--- config.mk ---
export PLATFORM = sky130hd
export DESIGN_NAME = reset_supervisor_seq
export DESIGN_NICKNAME = d
export VERILOG_FILES = /design/src/rtl/reset_supervisor_seq.sv
export SDC_FILE = /design/constraint.sdc
export NUM_CORES = 1
export LEC_CHECK = 0
export BUFFER_PORTS_ARGS = -buffer_cell sky130_fd_sc_hd__buf_2
export CORE_ASPECT_RATIO = 0.5
export CORE_MARGIN = 3
export CORE_UTILIZATION = 55
export DETAILED_ROUTE_END_ITERATION = 6
export GPL_TIMING_DRIVEN = 0
export PLACE_DENSITY = 0.73
export SYNTH_ARGS = -nofsm -noshare
export SYNTH_HDL_FRONTEND = slang
export SYNTH_SLANG_ARGS = --single-unit
export TNS_END_PERCENT = 100
--- constraint.sdc ---
create_clock -name clk -period 4 [get_ports clk]
set_clock_uncertainty 0.15 [all_clocks]
set_input_delay 0.2 -clock clk [delete_from_list [all_inputs] [get_ports clk]]
set_output_delay 0.2 -clock clk [all_outputs]
set_load 0.005 [all_outputs]
--- src/rtl/reset_supervisor_seq.sv ---
module reset_supervisor_seq #(
  parameter int CLK_HZ      = 50_000_000,
  parameter int QUAL_US     = 25,
  parameter int DLY_US      = 12,
  parameter int TOUT_A_US   = 1400,
  parameter int TOUT_B_US   = 28000,
  parameter int TOUT_C_US   = 200000,
  parameter int TOUT_D_US   = 1600000,
  parameter bit ACTIVE_HIGH = 1'b0
) (
  input  logic       clk,
  input  logic       rst_n,
  input  logic       supply_low,
  input  logic       mrst_n,
  input  logic [1:0] tsel,
  input  logic       pf_low,
  input  logic       ll_low,
  output logic       rst_out,
  output logic       pf_n,
  output logic       ll_n
);

  localparam int DIV  = (CLK_HZ / 1_000_000 < 1) ? 1 : CLK_HZ / 1_000_000;
  localparam int PW   = (DIV > 1) ? $clog2(DIV) : 1;
  localparam int TAB  = (TOUT_A_US > TOUT_B_US) ? TOUT_A_US : TOUT_B_US;
  localparam int TCD  = (TOUT_C_US > TOUT_D_US) ? TOUT_C_US : TOUT_D_US;
  localparam int TMAX = (TAB > TCD) ? TAB : TCD;
  localparam int TW   = $clog2(TMAX + 1);
  localparam int MMAX = (QUAL_US > DLY_US) ? QUAL_US : DLY_US;
  localparam int MW   = $clog2(MMAX + 1);
  localparam logic [3:0] SYNC_INIT = 4'b1101;

  typedef enum logic [1:0] {M_IDLE, M_QUAL, M_DLY, M_HOLD} mr_state_t;

  logic [3:0]    sync1, sync2;
  logic [PW-1:0] pre;
  logic          tick;
  mr_state_t     mst;
  logic [MW-1:0] mcnt;
  logic          mr_hold, hold_cond;
  logic [TW-1:0] tcnt, limit;
  logic          rst_act;

  always_ff @(posedge clk or negedge rst_n)
    if (!rst_n) begin
      sync1 <= SYNC_INIT;
      sync2 <= SYNC_INIT;
    end else begin
      sync1 <= {ll_low, pf_low, ~mrst_n, supply_low};
      sync2 <= sync1;
    end

  assign tick = (pre == PW'(DIV - 1));

  always_ff @(posedge clk or negedge rst_n)
    if (!rst_n)    pre <= '0;
    else if (tick) pre <= '0;
    else           pre <= pre + PW'(1);

  always_ff @(posedge clk or negedge rst_n)
    if (!rst_n) begin
      mst  <= M_IDLE;
      mcnt <= '0;
    end else begin
      case (mst)
        M_IDLE:
          if (sync2[1]) begin
            mst  <= M_QUAL;
            mcnt <= '0;
          end
        M_QUAL:
          if (!sync2[1]) mst <= M_IDLE;
          else if (tick) begin
            if (mcnt == MW'(QUAL_US)) begin
              mst  <= M_DLY;
              mcnt <= '0;
            end else mcnt <= mcnt + MW'(1);
          end
        M_DLY:
          if (tick) begin
            if (mcnt >= MW'(DLY_US - 1)) begin
              mst  <= M_HOLD;
              mcnt <= '0;
            end else mcnt <= mcnt + MW'(1);
          end
        default:
          if (!sync2[1]) mst <= M_IDLE;
      endcase
    end

  assign mr_hold   = (mst == M_HOLD);
  assign hold_cond = sync2[0] | mr_hold;

  always_comb
    case (tsel)
      2'd0:    limit = TW'(TOUT_A_US);
      2'd1:    limit = TW'(TOUT_B_US);
      2'd2:    limit = TW'(TOUT_C_US);
      default: limit = TW'(TOUT_D_US);
    endcase

  always_ff @(posedge clk or negedge rst_n)
    if (!rst_n) begin
      rst_act <= 1'b1;
      tcnt    <= '0;
    end else if (hold_cond) begin
      rst_act <= 1'b1;
      tcnt    <= '0;
    end else if (rst_act && tick) begin
      if (tcnt >= limit - TW'(1)) begin
        rst_act <= 1'b0;
        tcnt    <= '0;
      end else tcnt <= tcnt + TW'(1);
    end

  assign rst_out = ACTIVE_HIGH ? rst_act : ~rst_act;
  assign pf_n    = ~sync2[2];
  assign ll_n    = ~sync2[3];

endmodule

Word level (Yosys, flattened, before mapping). Cells that the tools add are included.

Register bits: 43. Bits of input ports: 8. Output and inout port bits: 3. Logic and storage cells: 65.

Add/subtract/negate cells: 4. Order comparisons: 2. Equal/unequal tests: 15. Mux-type cells: 23. Bitwise logic cells: 5. Reduce and logical (&&, ||, !) cells: 9.

Operators by type and width (count): two-way mux 21 bit (3); one-hot mux 21 bit (3 select lines) (1); two-way mux 5 bit (6); adder 21 x 1 -> 21 bit (second input constant) (1); greater-or-equal comparator 21 bit (1); subtractor 21 x 1 -> 21 bit (second input constant) (1); one-hot mux 5 bit (3 select lines) (1); two-way mux 2 bit (7); inequality test 2 bit (second input constant) (5); adder 6 x 1 -> 6 bit (second input constant) (1); equality test 2 bit (second input constant) (3); equality test 6 bit (second input constant) (1); two-way mux 6 bit (1); inequality test 3 bit (second input constant) (2); one-hot mux 2 bit (3 select lines) (1); AND reduction 6 bit (1); adder 5 x 1 -> 5 bit (second input constant) (1); equality test 5 bit (second input constant) (1); greater-or-equal comparator 5 x 4 -> 1 bit (second input constant) (1); AND reduction 5 bit (1); equality test 2 x 1 -> 1 bit (second input constant) (2); logical NOT 2 bit (2); inequality test 4 x 1 -> 1 bit (second input constant) (1); NOT 1 bit (4); other kinds (6) (9).

Logic depth before layout (Yosys ltp).
Word-level depth: 7. Gate-level depth with buffers: 10. Depth with buffers taken out: 9.

Least setup slack after synthesis. OpenSTA, ideal clock, no wires.

Kind: register to register. Start point: register pre[1]. End point: register mcnt[3]. Library setup time: 0.082 ns. Arrival time: 2.000 ns. Required time: 3.768 ns. Setup slack: 1.768 ns. Stages on the path, launching flop included: 8. Path buffers: 0. Period minus slack after synthesis: 2.232 ns. Path through: dfrtp_1 > inv_1 > ha_1 > and4bb_4 > nand2_2 > a2111o_1 > or4_4 > o211ai_2.

Cells in the longest elaborated chain, start to end: 3. Elaborated cells between the ends (all ways): 4. Classes of those cells: 3 x eq/ne; 1 x reduce/logical.

RTL lines: start: declaration (RTL line 36) `logic [PW-1:0] pre;`; start signal: assignment (RTL line 58) `else pre <= pre + PW'(1);`; equality test 6 bit * (RTL line 53) `assign tick = (pre == PW'(DIV - 1));`; inequality test 2 bit (no source line); AND reduction 5 bit (no source line) *; end signal: assignment (RTL line 77) `end else mcnt <= mcnt + MW'(1);`; end signal: assignment (RTL line 84) `end else mcnt <= mcnt + MW'(1);`; end: declaration (RTL line 39) `logic [MW-1:0] mcnt;`.

Mark *: on every way between the ends. The rest lies on a longest branch, timed or not. A chain may end at the register's enable or synchronous reset.

Worst setup path in the final report.
Start point: register pre[0]. End point: register tcnt[17].

Cells in the longest elaborated chain, start to end: 3.

RTL lines: equality test 6 bit (RTL line 53); logical AND 1 bit (RTL line 109) `end else if (rst_act && tick) begin`; nonzero test 2 bit (no source line); end signal: assignment (RTL line 113) `end else tcnt <= tcnt + TW'(1);`; end: declaration (RTL line 41) `logic [TW-1:0] tcnt, limit;`.

Every way passes these cells.

==> results.sh <==
export IMPL_num_antenna_cells=0
export IMPL_cpMaxStageDelayCell="a311oi_4"
export IMPL_critical_path_max_stage_delay_ps=490
export IMPL_initial_core_util_pct=61.0
export IMPL_syn_avg_cell_area_um2=9.79
export IMPL_fin_crit_ps=2500
export IMPL_cp_cell_sequence="ha_1, and4bb_4, a311oi_4, clkbuf_1, nor4_1, xnor2_1, nor2_1"
export IMPL_rsz0062_at_grt="false"
export IMPL_ys_ff_latch=43
export IMPL_drv_slew=0
export IMPL_track_usage_pct=20.0
export IMPL_cts_tree="yes"
export IMPL_period_share_pct=62.6
export IMPL_ant_nets=0
export IMPL_cp_startpoint="pre[0]"
export IMPL_synthTopCellsByCount="36 x dfrtp_1, 29 x nor2_1, 24 x ha_1"
export IMPL_leakage_nw=1.26
export IMPL_crit_type="flip-flop to flip-flop"
export IMPL_grt_max_degree=44
export IMPL_cp_required_ps=4010
export IMPL_worstMarginPinSlew_ps=921
export IMPL_drt_initial_drc_count=81
export IMPL_hold_viol=0
export IMPL_r2r_start="pre[0]"
export IMPL_syn2layout_area_growth_pct=10.2
export IMPL_grt_pass1_wl_mm=8.34
export IMPL_gr_total_overflow=0
export IMPL_powerDensity_nw_per_um2=419
export IMPL_ys_seq_area_share_pct=42.9
export IMPL_drive_gt1_share_pct=12.4
export IMPL_clkLatencyLatePin_ps=290
export IMPL_place_area_um2=2650
export IMPL_post_drt_wl_per_cell_um=14.6
export IMPL_status="finished clean"
export IMPL_synthTopCellsByArea="dfrtp_1 36%, ha_1 12%, dfstp_2 7.3%, xnor2_1 5.2%, nor2_1 4.3%"
export IMPL_path_delay_family="compound AO/OA/AOI/OAI gates"
export IMPL_cts_max_level=2
export IMPL_fin_util_pct=67.1
export IMPL_path_clk_slew_ps=80
export IMPL_hp_start="sync1[2]"
export IMPL_layout_nets=314
export IMPL_fin_ws_ps=1500
export IMPL_dp_final_hpwl_mm=3.48
export IMPL_synth_top_cell_by_area="dfrtp_1"
export IMPL_ios=11
export IMPL_p_total_mw=1.17
export IMPL_portBuffers=10
export IMPL_grt_pass1_vias=1820
export IMPL_setup_viol=0
export IMPL_dp_cells=324
export IMPL_yosysWarnings=0
export IMPL_synth_async_sr_flop_share_pct=100
export IMPL_synth_area_um2=2530
export IMPL_syn_inst=258
export IMPL_firstDrtPassIters=4
export IMPL_vias=1930
export IMPL_clkSinkCount=43
export IMPL_ys_flop_type="dfrtp_1"
export IMPL_cp_end_kind="flip-flop"
export IMPL_start_kind="flip-flop"
export IMPL_ir_worst_vdd_mv=0.210
export IMPL_die_h_um=53.9
export IMPL_drc=0
export IMPL_worst_path_max_fanout=10
export IMPL_fp_coreArea_um2=4140
export IMPL_row_count=16
export IMPL_layoutNonFillerInstCount=337
export IMPL_synth_edf_count=0
export IMPL_yosys_area_top_type_share_pct=35.7
export IMPL_max_slew_margin_rel_pct=38.6
export IMPL_hold_path_class="flip-flop to flip-flop"
export IMPL_post_cts_buffers=0
export IMPL_routed_wirelength_mm=4.92
export IMPL_die_x_um=102
export IMPL_die_area_um2=5490
export IMPL_antenna_found_initial=0
export IMPL_post_synth_top_count_cell="dfrtp_1"
export IMPL_place_congestion=0.796
export IMPL_fin_setup_tns_ps=0
export IMPL_numCtsBuffers=5
export IMPL_hold_ws_ps=207
export IMPL_cp_arrival_ps=2510
export IMPL_stdcell_area_um2=2780
export IMPL_ys_types=46
export IMPL_post_place_ws_ps=1480
export IMPL_cts_root_buf="clkbuf_8"
export IMPL_drt_vias_per_instance=5.73
export IMPL_max_cap_violations=0
export IMPL_path_buf_inv=1
export IMPL_clock_path_buffers=2
export IMPL_fmax_ghz=0.400
## cells in the final DEF (no fill, tap or decap), drive strengths merged, types with 4 or more instances in the layout
cell	instances
buf	10
xnor2	15
nand3	10
dfstp	7
nand4	6
dfrtp	36
o21ai	11
and4	4
nand2	16
or3	5
clkbuf	11
ha	24
inv	17
a21oi	14
nor3	10
nor2	29
dlygate4sd3	5
## path summary, 6_finish.rpt
check | endpoint | slack [ps] | cells past startpoint
max in group asynchronous | tcnt[9] | 2680 | 2
worst min register to register | sync2[2] | 210 | 0
min in group asynchronous | sync1[1] | 430 | 2
worst min-delay path | sync2[2] | 210 | 0
worst max register to register | tcnt[17] | 1500 | 7
worst max-delay path | tcnt[17] | 1500 | 7
## flip-flops by register name (all words and copies together), names as in the netlist
signal,flops
mst,2
sync1,4
mcnt,5
sync2,4
pre,6
tcnt,21
rst_act,1
## cells by family (layout without fill, tap and decap cells)
group,Yosys count,in the layout,synth area share [%]
adders and majority gates,24,24,11.9
xor gates and xnor gates,18,18,6.24
DFF,43,43,42.9
and+or+nand+nor,100,100,21.1
other,1,3,0.148
AOI/OAI and AO/OA,47,47,12.9
buffers and inverters,21,44,3.17
muxes,4,4,1.63
## layout make-up
type | instances | area [um^2]
multi-input combinational | 196 | 1370
fill | 332 | 1360
sequential | 43 | 1080
timing repair buffer | 15 | 100
clock buffer | 7 | 76.3
tap | 54 | 67.6
inverter | 17 | 63.8
buffer | 4 | 16.3
clock inverter | 1 | 5.00
## what timing repair did
item	in CTS	in global routing
gates resized for setup	0	0
endpoints found under the hold margin	40	0
hold buffers	5	0
setup endpoints to repair	0	0
## report_power, final
part,internal (mW),switching (mW)
clock network,0.123,0.144
logic,0.146,0.222
registers,0.482,0.0488
## routing by layer
metal | wire [um] | vias to the layer above | global-route usage (%)
met4 | 22 | 0 | 5.23
met2 | 2260 | 29 | 33.9
met1 | 2440 | 930 | 26.2
met3 | 192 | 5 | 5.17
li1 | - | 966 | -
met5 | 0 | - | 0
(Power assumes the default switching activity.)
